`src/rtl/dbf_pkg.sv`:
```
package dbf_pkg;

    localparam int DBF_RATE_W = 3;
    localparam int DBF_MAX_EXP = (1 << DBF_RATE_W) - 1;
    localparam int DBF_CNT_W = DBF_MAX_EXP + 1;

    typedef logic [DBF_RATE_W-1:0] rate_t;
    typedef logic [DBF_CNT_W-1:0] wcnt_t;

    typedef struct packed {
        logic  en;
        rate_t rate;
    } flt_cfg_t;

    function automatic wcnt_t win_len(input rate_t r);
        return wcnt_t'(1) << r;
    endfunction

endpackage

```
`src/rtl/dbf_cfg_watch.sv`:
```
module dbf_cfg_watch
    import dbf_pkg::*;
(
    input  logic     clk,
    input  logic     rst,
    input  flt_cfg_t cfg,
    output logic     restart
);

    flt_cfg_t cfg_q;

    always_ff @(posedge clk) begin
        if (rst) begin
            cfg_q <= cfg;
        end else begin
            cfg_q <= cfg;
        end
    end

    assign restart = (cfg != cfg_q);

endmodule

```
`src/rtl/dbf_win_cnt.sv`:
```
module dbf_win_cnt
    import dbf_pkg::*;
(
    input  logic  clk,
    input  logic  rst,
    input  logic  clr,
    input  logic  tick,
    input  wcnt_t limit,
    output wcnt_t cnt,
    output logic  expire
);

    wcnt_t cnt_q;

    assign expire = tick && !clr && (cnt_q == limit - wcnt_t'(1));
    assign cnt    = cnt_q;

    always_ff @(posedge clk) begin
        if (rst) begin
            cnt_q <= '0;
        end else if (clr || expire) begin
            cnt_q <= '0;
        end else if (tick) begin
            cnt_q <= cnt_q + wcnt_t'(1);
        end
    end

    AST_CNT_BELOW_LIMIT: assert property (@(posedge clk) disable iff (rst)
        cnt_q < limit || clr || $changed(limit));

    AST_IDLE_HOLDS: assert property (@(posedge clk) disable iff (rst)
        !tick && !clr |=> $stable(cnt_q));

endmodule

```
`src/rtl/dbf_pin_filter.sv`:
```
module dbf_pin_filter
    import dbf_pkg::*;
(
    input  logic                  clk,
    input  logic                  rst,
    input  logic                  ms_tick,
    input  logic                  pin_raw,
    input  logic                  flt_en,
    input  logic [DBF_RATE_W-1:0] flt_rate,
    output logic                  pin_flt
);

    flt_cfg_t cfg;
    logic     cfg_restart;
    logic     lvl_q;
    logic     win_clr;
    logic     win_expire;
    wcnt_t    win_cnt;
    wcnt_t    win_limit;

    assign cfg.en    = flt_en;
    assign cfg.rate  = flt_rate;
    assign win_limit = win_len(flt_rate);

    dbf_cfg_watch u_watch (
        .clk     (clk),
        .rst     (rst),
        .cfg     (cfg),
        .restart (cfg_restart)
    );

    assign win_clr = !flt_en || (pin_raw == lvl_q) || cfg_restart;

    dbf_win_cnt u_cnt (
        .clk    (clk),
        .rst    (rst),
        .clr    (win_clr),
        .tick   (ms_tick),
        .limit  (win_limit),
        .cnt    (win_cnt),
        .expire (win_expire)
    );

    always_ff @(posedge clk) begin
        if (rst || !flt_en || win_expire) begin
            lvl_q <= pin_raw;
        end
    end

    assign pin_flt = flt_en ? lvl_q : pin_raw;

    AST_BYPASS_FOLLOWS: assert property (@(posedge clk) disable iff (rst)
        !flt_en |-> pin_flt == pin_raw);

    AST_NO_EARLY_FLIP: assert property (@(posedge clk) disable iff (rst)
        flt_en && $past(flt_en) && !$past(rst) && $changed(lvl_q)
        |-> $past(ms_tick) && ($past(win_cnt) == $past(win_limit) - wcnt_t'(1)));

    AST_MATCH_CLEARS: assert property (@(posedge clk) disable iff (rst)
        flt_en && pin_raw == lvl_q |=> win_cnt == '0);

    AST_CFG_RESTART: assert property (@(posedge clk) disable iff (rst)
        cfg_restart && flt_en && $past(flt_en) |=> win_cnt == '0 && $stable(lvl_q));

endmodule

```
`config.mk`:
```
export PLATFORM = sky130hd
export DESIGN_NAME = dbf_pin_filter
export DESIGN_NICKNAME = d
export VERILOG_FILES = /design/src/rtl/dbf_pkg.sv /design/src/rtl/dbf_cfg_watch.sv /design/src/rtl/dbf_win_cnt.sv /design/src/rtl/dbf_pin_filter.sv
export SDC_FILE = /design/constraint.sdc
export NUM_CORES = 1
export LEC_CHECK = 0
export ABC_CLOCK_PERIOD_IN_PS = 1600
export BUFFER_PORTS_ARGS = -buffer_cell sky130_fd_sc_hd__buf_4
export CAP_MARGIN = 20
export CORE_UTILIZATION = 53
export CTS_BUF_LIST = sky130_fd_sc_hd__clkbuf_2
export DETAILED_ROUTE_END_ITERATION = 6
export GPL_TIMING_DRIVEN = 0
export PLACE_DENSITY = 0.76
export SKIP_LAST_GASP = 1
export SLEW_MARGIN = 25
export SYNTH_ARGS = -nofsm -noshare
export SYNTH_HDL_FRONTEND = slang
export SYNTH_SLANG_ARGS = --single-unit
```
`constraint.sdc`:
```
create_clock -name clk -period 1.6 [get_ports clk]
set_input_delay 0 -clock clk [delete_from_list [all_inputs] [get_ports clk]]
set_output_delay 0 -clock clk [all_outputs]
set_load 0.01 [all_outputs]
```
==> summary.md, run 1 <==
| Metric | Value |
|---|---|
| Status | `completed` |
| Max VDD drop | `approximately 0.48 mV` |
| Diodes inserted | `0` |
| Count of TritonRoute iterations in the first routing pass | `4` |
| Detailed-route vias per instance | `slightly above 6` |
| Type of the worst setup path | `flop to flop` |
| Highest net fanout along the worst path | `6` |
| Number of input and output port buffers inserted | `7` |
| Sort of element at the start of the critical path | `flop` |
| Static leakage power | `about 0.35 nW` |
| GRT Resource Usage Total | `between 20% and 30%` |
| Relative contribution of combinational cells to total power | `17.3%` |
| Synthesized area per cell | `10.03 µm²` |
| Iteration-0 DRC count of the detailed router | `8` |
| Sequential-to-total area share from yosys stat | `33.70%` |
| Commonest non-fill, non-tap cell in the layout | `sky130_fd_sc_hd__buf_4` |
| CP Data Required Time | `between 1500 and 2000 ps` |
| Final standard cell count with taps included and fillers excluded | `about 120` |
| Final cycle utilization of the critical path | `approximately 96%` |
| Syn-to-layout area delta | `25.59%` |
| Met3 demand-to-capacity share in global routing | `about a tenth` |
| Worst Clk Skew | `about 9 ps` |
| Root cell of the clock tree | `sky130_fd_sc_hd__clkbuf_2` |
| Post-synth ARST share | `0%` |
| Worst Hold Depth | `3` |
| M1 GR Usage | `about a quarter` |
| Global placement routability congestion | `between 0.7 and 0.8` |
| Cell area after technology mapping | `~800 µm²` |
| # DRC | `0` |
| Timing-limited maximum frequency | `about 0.65 GHz` |
| Placed insts | `around 100` |
| Number of instances in the synthesized netlist | `80` |
| Pre-CTS WS | `-224.0 ps` |
| Number of nets in the layout | `110` |
| Met2 demand-to-capacity share in global routing | `a little under half` |
| Arrival time at the worst endpoint | `roughly 1600 ps` |
| Antenna-violating nets left | `0` |
| Pin count of the biggest net entering global routing | `11` |
| Std cell rows | `13` |
| Top-level port count | `9` |
| Horiz. Die Dim | `between 40 and 50 µm` |
| Time the final worst path needs with I/O delays and setup | `about 1500 ps` |
| Number of synthesis warnings | `0` |
| Tightest slew margin relative to the limit | `~77%` |
| Initial antenna violation count | `0` |
| Highest-count cells in the layout ignoring fill and taps | `sky130_fd_sc_hd__buf_4, sky130_fd_sc_hd__a211oi_1, sky130_fd_sc_hd__xnor2_1, sky130_fd_sc_hd__dfxtp_1` |
| Insertion delay of the later-clocked pin in the worst-skew pair | `280 ps` |
| DIE HEIGHT | `roughly 40 µm` |
| Core area | `about 1400 µm²` |
| Clock-pin slew on the worst setup and hold paths | `~120 ps` |
| Cell-internal power | `~0.46 mW` |
| H-Tree Depth | `1` |
| Synth unique cells | `36` |
| Wire length per cell after detailed routing | `between 15 and 20 µm` |
| Die ar. | `between 1500 and 2000 µm²` |
| Power per cell area | `608.2 nW/µm²` |
| Capturing element type of the critical path | `flop` |
| Aggregate global routing overflow | `0` |
| Number of buffers created by CTS | `3` |
| Number of sinks handled by clock tree synthesis | `13` |
| Class of the tightest hold or removal check | `input pin to flop` |
| Total via count in the routed design | `about 700` |
| Detailed-route wire length | `about 1800 µm` |
| Transition at the pin with the smallest max-transition slack | `336.9 ps` |
| Global-route wire length before repair | `2587 µm` |
| Switching Fraction | `between 20% and 30%` |
| Peak-usage layer in the global routing report | `met2` |
| Most frequently used flop master after synthesis | `sky130_fd_sc_hd__dfxtp_1` |
| HPWL reported at the end of detailed placement | `about 1100 µm` |
| Via count of the first global-routing pass | `around 620` |
| Register bit total from synthesis | `13` |
| Setup ws final | `64.81 ps` |
| Final max-slew violation count | `0` |
| Psw | `between 0.15 and 0.2 mW` |
| Max-cap viol count | `0` |
| Synthesized Nets | `between 80 and 90` |
| Final hold slack | `26.28 ps` |
| Length in cells of the worst reg-to-reg path | `4` |
| Share of final-layout standard cells stronger than drive strength 1 | `a little over a third` |
| Number of inserted filler cells in the final layout | `between 90 and 100` |
| Number of setup violations in the final report | `0` |
| Final hold viol count | `0` |
| Setup repair after global routing missed its margin | `false` |
| Part of the total power dissipated in sequential elements | `a little over half` |
| TritonCTS clock tree | `done` |
| Max Buffers Root-to-Sink | `2` |
| Number of enable-type register cells in the synthesized netlist | `1` |
| Initial core utilization | `59.41%` |
| Part of the total power dissipated in the clock network | `27.8%` |
-- layer usage --
| layer | vias to the layer above | routed length, µm |
|---|---|---|
| li1 | 337 | - |
| met1 | 332 | 776 |
| met2 | 20 | 922 |
| met3 | 6 | 89 |
| met4 | 0 | 31 |
| met5 | - | 0 |
-- stage by stage --
stage               power, mW  cell area, µm²  TNS, ps  utilization, %
floorplan              0.4094           809.5        0               -
global placement       0.4376           880.8   -181.5           65.25
detailed placement     0.4399           880.8   -224.0           65.25
CTS                    0.6209            1010        0           74.79
global route           0.6420            1007        0           74.61
finish                 0.6125            1007        0           74.61
-- synthesized netlist by cell type, drive strengths merged (2+ instances only) --
cell / number / area [µm²]
a211oi: 9 / 80.08
a31oi: 2 / 12.51
and2: 2 / 12.52
and3: 2 / 15.01
buf: 3 / 33.78
clkbuf: 2 / 27.53
dfxtp: 12 / 240.2
inv: 3 / 11.26
nand2: 3 / 11.26
nand3: 3 / 15.01
nand4: 2 / 12.51
nor2: 3 / 11.26
nor3: 3 / 15.01
xnor2: 7 / 61.31
xor2: 5 / 43.79
-- flip-flops by register name, indices dropped and copies added (netlist names) --
register / count
u_watch.cfg_q: 4
u_cnt.cnt: 8
lvl_q: 1
-- final cells by class --
| type | count | area (µm²) | share of cell area, % |
|---|---|---|---|
| inverter | 3 | 11.26 | 1.118 |
| clock buffer | 4 | 20.02 | 1.988 |
| sequential | 13 | 281.5 | 27.95 |
| multi-input combinational | 59 | 481.7 | 47.83 |
| tap | 15 | 18.77 | 1.863 |
| buffer | 4 | 50.05 | 4.969 |
| timing repair buffer | 17 | 143.9 | 14.29 |
-- logic make-up after synthesis --
logic type,count (synthesis),synth area share [%]
fa+ha+maj,1,1.560
buf+inv,8,9.048
mux,2,2.652
flops,13,33.70
compound gates,20,22.62
simple gates,24,17.32
xor+xnor,12,13.10
-- power by group through the flow --
| stage | Clock [mW] | Sequential, mW | Combinational, mW |
|---|---|---|---|
| 2_1_floorplan | 0 | 0.346 | 0.0634 |
| 3_3_place_gp | 0 | 0.346 | 0.0912 |
| 3_5_place_dp | 0 | 0.347 | 0.0932 |
| 4_1_cts | 0.178 | 0.336 | 0.107 |
| 5_1_grt | 0.190 | 0.337 | 0.114 |
| 6_report | 0.170 | 0.336 | 0.106 |
-- critical path: stages (launching register included) --
cell                        delay [ps]
sky130_fd_sc_hd__dfxtp_2           380
sky130_fd_sc_hd__nor4_2            220
sky130_fd_sc_hd__o2111ai_2         200
sky130_fd_sc_hd__a211oi_4          270
sky130_fd_sc_hd__a311o_1           210
-- repair_timing --
| action | in CTS | in global routing |
|---|---|---|
| buffers inserted | 5 | 0 |
| pin swaps | 6 | 2 |
| endpoints found under the hold margin | 5 | 0 |
| endpoints found under the setup margin | 2 | 9 |
| cloned | 0 | 0 |
| gates resized for setup | 7 | 2 |
| hold buffers | 5 | 0 |
-- path summary, 6_finish.rpt --
kind	end	slack (ps)	start
worst max register to register	lvl_q	60	u_cnt.cnt[0]
worst min-delay path	u_cnt.cnt[0]	30	ms_tick
worst max-delay path	lvl_q	60	u_cnt.cnt[0]
worst min register to register	u_cnt.cnt[0]	600	u_cnt.cnt[0]
Power figures use the tool's default switching activity.
==> inputs of run 2 (changes only) <==
--- a/config.mk
+++ b/config.mk
@@ -13,6 +13,7 @@
 export DETAILED_ROUTE_END_ITERATION = 6
 export GPL_TIMING_DRIVEN = 0
 export PLACE_DENSITY = 0.76
+export REMOVE_ABC_BUFFERS = 1
 export SKIP_LAST_GASP = 1
 export SLEW_MARGIN = 25
 export SYNTH_ARGS = -nofsm -noshare
==> summary.md, run 2 (same netlist as run 1, synthesis figures left out) <==
| Metric | Value |
|---|---|
| Worst Hold Depth | `2 (-1)` |
| Global-route wire length before repair | `2697 µm (+4.3%)` |
| Final hold viol count | `0 (unchanged)` |
| Reg-to-reg endpoint | `lvl_q` |
| Sum of negative setup slack | `0 ps (unchanged)` |
| Syn-to-layout area delta | `19.81%` |
| Number of buffers created by CTS | `3 (unchanged)` |
| Highest-count cells in the layout ignoring fill and taps | `sky130_fd_sc_hd__buf_4, sky130_fd_sc_hd__a211oi_1, sky130_fd_sc_hd__dfxtp_1` |
| Static leakage power | `0.3246 nW (-8.2%)` |
| Capturing element type of the critical path | `flop` |
| Initial core utilization | `59.41% (unchanged)` |
| H-Tree Depth | `1 (unchanged)` |
| Class of the tightest hold or removal check | `input pin to flop` |
| Power per cell area | `637.1 nW/µm² (+4.8%)` |
| Core area | `1350 µm² (unchanged)` |
| Length in cells of the worst reg-to-reg path | `4 (unchanged)` |
| Transition at the pin with the smallest max-transition slack | `305.8 ps (-31.15 ps)` |
| Global placement routability congestion | `0.8682 (+11%)` |
| Timing-limited maximum frequency | `0.6284 GHz (-3.5%)` |
| Max-cap viol count | `0 (unchanged)` |
| Detailed-route wire length | `1825 µm (+0.27%)` |
| Total via count in the routed design | `685 (-1.4%)` |
| # DRC | `0 (unchanged)` |
| Via count of the first global-routing pass | `602 (-3.4%)` |
| Std cell rows | `13 (unchanged)` |
| Register-to-register path setup slack | `9 ps (-60 ps)` |
| Start of the worst register-to-register path | `u_cnt.cnt[1]` |
| Count of TritonRoute iterations in the first routing pass | `4 (unchanged)` |
| Tightest slew margin relative to the limit | `79.33% (+2.0 points)` |
| GRT Resource Usage Total | `25.51% (+0.76 points)` |
| Sort of element at the start of the critical path | `flop` |
| Setup repair after global routing missed its margin | `true` |
| Clock-pin slew on the worst setup and hold paths | `140 ps (+20 ps)` |
| Worst Clk Skew | `11.04 ps (+2.273 ps)` |
| Number of setup violations in the final report | `0 (unchanged)` |
| Final max-slew violation count | `0 (unchanged)` |
| Wire length per cell after detailed routing | `16.44 µm (+3.9%)` |
| Insertion delay of the later-clocked pin in the worst-skew pair | `270 ps (about the same)` |
| Pre-CTS WS | `-295.2 ps (-71.25 ps)` |
| Top-level port count | `9 (unchanged)` |
| Iteration-0 DRC count of the detailed router | `12 (+4)` |
| End point of the most critical hold path | `lvl_q` |
| HPWL reported at the end of detailed placement | `1117 µm (+3.0%)` |
| Setup ws final | `8.677 ps (-56.13 ps)` |
| CP Data Required Time | `1650 ps (+40 ps)` |
| Initial antenna violation count | `0 (unchanged)` |
| Antenna-violating nets left | `0 (unchanged)` |
| Number of sinks handled by clock tree synthesis | `13 (unchanged)` |
| Max VDD drop | `0.3961 mV (-17%)` |
| Dpl cell area | `819.5 µm² (-7.0%)` |
| Commonest non-fill, non-tap cell in the layout | `sky130_fd_sc_hd__buf_4` |
| Aggregate global routing overflow | `0 (unchanged)` |
| Die ar. | `1673 µm² (unchanged)` |
| Share of final-layout standard cells stronger than drive strength 1 | `32.29% (-3.7 points)` |
| Status | `completed` |
| Final cycle utilization of the critical path | `99.46% (+3.5 points)` |
| Time the final worst path needs with I/O delays and setup | `1591 ps (+56.13 ps)` |
| TritonCTS clock tree | `done` |
| Pin count of the biggest net entering global routing | `15 (+4)` |
| Final hold slack | `47.10 ps (+20.81 ps)` |
| Hold path startpoint | `rst` |
| Type of the worst setup path | `flop to flop` |
| Number of input and output port buffers inserted | `8 (+1)` |
| Max Buffers Root-to-Sink | `2 (unchanged)` |
| Arrival time at the worst endpoint | `1640 ps (+90 ps)` |
| Horiz. Die Dim | `40.90 µm (unchanged)` |
| Diodes inserted | `0 (unchanged)` |
| Final design area excluding fillers | `960.9 µm² (-4.6%)` |
| Number of flip-flops in the largest register | `8 (unchanged)` |
| Number of nets in the layout | `106 (-3.6%)` |
| Detailed-route vias per instance | `6.171 (+2.1%)` |
| Highest net fanout along the worst path | `8 (+2)` |
| Root cell of the clock tree | `sky130_fd_sc_hd__clkbuf_2` |
| Overall power of the completed layout | `0.6122 mW (about the same)` |
| DIE HEIGHT | `40.90 µm (unchanged)` |
run 2: critical path, cell delays in order (launching register included):
cell and delay [ps]:
sky130_fd_sc_hd__dfxtp_4 410, sky130_fd_sc_hd__nor3b_1 180, sky130_fd_sc_hd__nor3_1 70, sky130_fd_sc_hd__or3_4 350, sky130_fd_sc_hd__a311o_1 370
run 2: worst max-delay path by stage:
stage / endpoint / start / slack, ps
detailed placement: lvl_q / u_cnt.cnt[1] / -300
finish: lvl_q / u_cnt.cnt[1] / 9
floorplan: lvl_q / u_cnt.cnt[1] / -110
global route: lvl_q / u_cnt.cnt[1] / -40
CTS: lvl_q / u_cnt.cnt[0] / 10
global placement: lvl_q / u_cnt.cnt[1] / -250
run 2: layer usage:
layer  wire length (µm)  track usage [%]  vias to the layer above
met3                 89            4.891                        2
met4                 12            10.00                        0
met5                  0                0                        -
met1                757            28.48                      329
li1                   -                -                      328
met2                966            46.48                       26
run 2: where the power goes:
group,internal (mW),switching [mW]
combinational,0.0509,0.0499
clock,0.0663,0.109
sequential,0.332,0.00409
run 2: what timing repair did:
item                                   CTS  global route
setup endpoints to repair                9             6
hold buffers                             5             0
endpoints found under the hold margin    5             0
pin swaps                                4             1
resized for setup                        9             2
setup buffers                            4             0
cloned                                   0             0
run 2: cell type report:
class	count	area, µm²
Fill cell	104	389.1
Multi-Input combinational cell	59	490.5
Inverter	3	11.26
Timing Repair Buffer	17	140.1
Sequential cell	13	280.3
Tap cell	15	18.77
Clock buffer	4	20.02
run 2: stage by stage:
| step | cells | utilization (%) |
|---|---|---|
| 6_report | 111 | 71.18 |
| 5_1_grt | 111 | 71.18 |
| 4_1_cts | 111 | 70.71 |
| 3_5_place_dp | 98 | 60.70 |
| 3_3_place_gp | 98 | 60.70 |
| 2_1_floorplan | 75 | - |
==> inputs of run 3 (changes only) <==
--- a/config.mk
+++ b/config.mk
@@ -5,14 +5,17 @@
 export SDC_FILE = /design/constraint.sdc
 export NUM_CORES = 1
 export LEC_CHECK = 0
+export ABC_AREA = 1
 export ABC_CLOCK_PERIOD_IN_PS = 1600
 export BUFFER_PORTS_ARGS = -buffer_cell sky130_fd_sc_hd__buf_4
 export CAP_MARGIN = 20
-export CORE_UTILIZATION = 53
+export CELL_PAD_IN_SITES_DETAIL_PLACEMENT = 1
+export CELL_PAD_IN_SITES_GLOBAL_PLACEMENT = 2
+export CORE_UTILIZATION = 28
 export CTS_BUF_LIST = sky130_fd_sc_hd__clkbuf_2
 export DETAILED_ROUTE_END_ITERATION = 6
 export GPL_TIMING_DRIVEN = 0
-export PLACE_DENSITY = 0.76
+export PLACE_DENSITY_LB_ADDON = 0.1
 export REMOVE_ABC_BUFFERS = 1
 export SKIP_LAST_GASP = 1
 export SLEW_MARGIN = 25
==> summary.md, run 3 <==
| Metric | Value |
|---|---|
| Final max-slew violation count | `0 (unchanged)` |
| Number of flip-flops in the largest register | `8 (unchanged)` |
| Tightest slew margin relative to the limit | `85.02% (+5.7 points)` |
| Commonest non-fill, non-tap cell in the layout | `sky130_fd_sc_hd__nand2_1` |
| Top-level port count | `9 (unchanged)` |
| Transition at the pin with the smallest max-transition slack | `223.5 ps (-82.28 ps)` |
| Hold path startpoint | `rst` |
| Synthesized area per cell | `6.627 µm² (-34%)` |
| Number of setup violations in the final report | `0 (unchanged)` |
| Global placement routability congestion | `0.7136 (-18%)` |
| Number of buffers created by CTS | `3 (unchanged)` |
| Number of instances in the synthesized netlist | `108 (+35%)` |
| Class of the tightest hold or removal check | `input pin to flop` |
| Cell types with the largest area share after synthesis | `sky130_fd_sc_hd__dfxtp_1, sky130_fd_sc_hd__nand2_1, sky130_fd_sc_hd__nor2_1` |
| Final cycle utilization of the critical path | `89.48% (-10 points)` |
| Std cell rows | `17 (+4)` |
| Max-cap viol count | `0 (unchanged)` |
| Sort of element at the start of the critical path | `input pin` |
| Core area | `2318 µm² (+72%)` |
| HPWL reported at the end of detailed placement | `1308 µm (+17%)` |
| Max VDD drop | `0.3770 mV (-4.8%)` |
| Number of inserted filler cells in the final layout | `306 (+190%)` |
| Final design area excluding fillers | `884.6 µm² (-7.9%)` |
| CP Data Required Time | `1600 ps (-50 ps)` |
| Most used standard cell by instance count after synthesis | `sky130_fd_sc_hd__nand2_1` |
| Detailed-route vias per instance | `4.386 (-29%)` |
| Placed insts | `143 (+46%)` |
| Status | `completed` |
| Wire length per cell after detailed routing | `11.27 µm (-31%)` |
| Die ar. | `2762 µm² (+65%)` |
| Syn-to-layout area delta | `23.60%` |
| Detailed-route wire length | `1725 µm (-5.5%)` |
| Post-synth top area cell | `sky130_fd_sc_hd__dfxtp_1` |
| Final standard cell count with taps included and fillers excluded | `153 (+38%)` |
| Final hold viol count | `0 (unchanged)` |
| H-Tree Depth | `1 (unchanged)` |
| Dpl cell area | `799.5 µm² (-2.4%)` |
| Static leakage power | `0.3921 nW (+21%)` |
| GRT Resource Usage Total | `14.85% (-11 points)` |
| Reg-to-reg endpoint | `lvl_q` |
| Timing-limited maximum frequency | `0.6984 GHz (+11%)` |
| Most frequently used flop master after synthesis | `sky130_fd_sc_hd__dfxtp_1` |
| Worst Clk Skew | `8.105 ps (-2.938 ps)` |
| Number of input and output port buffers inserted | `8 (unchanged)` |
| Max Buffers Root-to-Sink | `2 (unchanged)` |
| Number of sinks handled by clock tree synthesis | `13 (unchanged)` |
| Via count of the first global-routing pass | `660 (+9.6%)` |
| Post-synth ARST share | `0% (unchanged)` |
| Worst Hold Depth | `2 (unchanged)` |
| Register-to-register path setup slack | `270 ps (+260 ps)` |
| Register bit total from synthesis | `13 (unchanged)` |
| Antenna-violating nets left | `0 (unchanged)` |
| Cell area after technology mapping | `715.7 µm² (-11%)` |
| Sum of negative setup slack | `0 ps (unchanged)` |
| Type of the worst setup path | `input pin to flop` |
| Highest net fanout along the worst path | `9 (+1)` |
| Diodes inserted | `0 (unchanged)` |
| Number of nets in the layout | `135 (+27%)` |
| Setup repair after global routing missed its margin | `false` |
| Root cell of the clock tree | `sky130_fd_sc_hd__clkbuf_2` |
| Highest-count cells in the layout ignoring fill and taps | `sky130_fd_sc_hd__nand2_1, sky130_fd_sc_hd__nor2_1, sky130_fd_sc_hd__inv_1` |
| Length in cells of the worst reg-to-reg path | `7 (+3)` |
| Time the final worst path needs with I/O delays and setup | `1432 ps (-159.6 ps)` |
| End point of the most critical hold path | `lvl_q` |
| Share of final-layout standard cells stronger than drive strength 1 | `13.60% (-19 points)` |
| Number of enable-type register cells in the synthesized netlist | `1 (unchanged)` |
| TritonCTS clock tree | `done` |
| Pin count of the biggest net entering global routing | `10 (-5)` |
| Start of the worst register-to-register path | `lvl_q` |
| Insertion delay of the later-clocked pin in the worst-skew pair | `270 ps (about the same)` |
| Horiz. Die Dim | `52.56 µm (+28%)` |
| Iteration-0 DRC count of the detailed router | `3 (-9)` |
| Sequential-to-total area share from yosys stat | `37.76% (+4.1 points)` |
| Clock-pin slew on the worst setup and hold paths | `140 ps (about the same)` |
| DIE HEIGHT | `52.56 µm (+28%)` |
| Number of synthesis warnings | `0 (unchanged)` |
| Synth top cells by count | `sky130_fd_sc_hd__nand2_1, sky130_fd_sc_hd__nor2_1, sky130_fd_sc_hd__inv_1, sky130_fd_sc_hd__dfxtp_1, sky130_fd_sc_hd__nand3_1` |
| # DRC | `0 (unchanged)` |
| Initial antenna violation count | `0 (unchanged)` |
| Arrival time at the worst endpoint | `1430 ps (-210 ps)` |
| Count of TritonRoute iterations in the first routing pass | `2 (-2)` |
| Area occupied by multi-input gates | `386.6 µm² (-21%)` |
| Area share of the largest cell type after synthesis | `33.57% (+3.6 points)` |
| Capturing element type of the critical path | `flop` |
| Total via count in the routed design | `671 (-2.0%)` |
| Aggregate global routing overflow | `0 (unchanged)` |
| Power per cell area | `681.5 nW/µm² (+7.0%)` |
| Global-route wire length before repair | `2884 µm (+6.9%)` |
| Storage cell area | `270.3 µm² (-3.6%)` |
| Synth unique cells | `18 (-50%)` |
| Initial core utilization | `30.87% (-29 points)` |
## run 3: changes by cell type after synthesis, sizes merged, moves of 4 or more
| cell | change |
|---|---|
| a211oi | -9 |
| inv | +11 |
| nand2 | +30 |
| nand3 | +5 |
| nor2 | +18 |
| o21ai | +4 |
| xnor2 | -7 |
## run 3: what timing repair did
action,4_1_cts,5_1_grt
hold buffers,6,0
gates resized for setup,0,1
setup buffers,0,0
endpoints found under the setup margin,0,1
hold endpoints to repair,6,0
## run 3: cells by family after synthesis
| group | synth area share, % |
|---|---|
| AND/OR/NAND/NOR | 37.76 |
| buffers and inverters | 8.916 |
| flip-flops | 37.76 |
| AO/OA/AOI/OAI | 5.244 |
| XOR/XNOR | 8.567 |
| adder cells (fa/ha/maj) | 1.748 |
## run 3: worst max-delay path by stage
stage	cells after the start	to	slack (ps)	start
after floorplan	7	lvl_q	410	lvl_q
after detailed placement	6	u_cnt.cnt[6]	200	u_cnt.cnt[0]
final	11	lvl_q	170	flt_rate[1]
after global routing	11	lvl_q	20	flt_rate[1]
after CTS	6	u_cnt.cnt[6]	140	u_cnt.cnt[0]
after global placement	6	u_cnt.cnt[6]	210	u_cnt.cnt[0]
## run 3: report_power, final
group	internal, mW	switching [mW]
combinational	0.0395	0.0411
clock	0.0663	0.116
sequential	0.336	0.00383
total	0.442	0.161
## run 3: final cells by class
class                   count  share of cell area (%)
repair buffers             14                   13.58
clock buffers               4                   2.263
flip-flops and latches     13                   30.55
well taps                  28                   3.960
multi-input cells          80                   43.71
inverters                  14                   5.941
## run 3: stage by stage
| stage | util, % | worst slack [ps] | power [mW] | hold WS, ps |
|---|---|---|---|---|
| 2_1_floorplan | - | 408.4 | 0.3815 | 27.72 |
| 3_3_place_gp | 34.48 | 208.8 | 0.4149 | 142.2 |
| 3_5_place_dp | 34.48 | 197.4 | 0.4171 | 144.2 |
| 4_1_cts | 37.94 | 142.8 | 0.6166 | 16.48 |
| 5_1_grt | 38.15 | 17.68 | 0.6451 | 27.35 |
| 6_report | 38.15 | 168.3 | 0.6029 | 34.70 |
## run 3: critical path: stages
cell and delay (ps):
sky130_fd_sc_hd__dlygate4sd3_1 540, sky130_fd_sc_hd__buf_4 170, sky130_fd_sc_hd__nor2_1 180, sky130_fd_sc_hd__nand2_1 80
sky130_fd_sc_hd__nand2_1 60, sky130_fd_sc_hd__nand2_1 50, sky130_fd_sc_hd__inv_1 50, sky130_fd_sc_hd__nand2_1 60
sky130_fd_sc_hd__nor2_2 80, sky130_fd_sc_hd__nand2_1 80, sky130_fd_sc_hd__nand3b_1 100
## run 3: layer usage
| metal | global-route usage, % | part of all wire [%] | vias up |
|---|---|---|---|
| met5 | 0 | 0 | - |
| met4 | 6.579 | 0.52 | 0 |
| met3 | 2.609 | 2.1 | 2 |
| met2 | 24.89 | 49 | 7 |
| met1 | 18.31 | 49 | 296 |
| li1 | - | - | 366 |
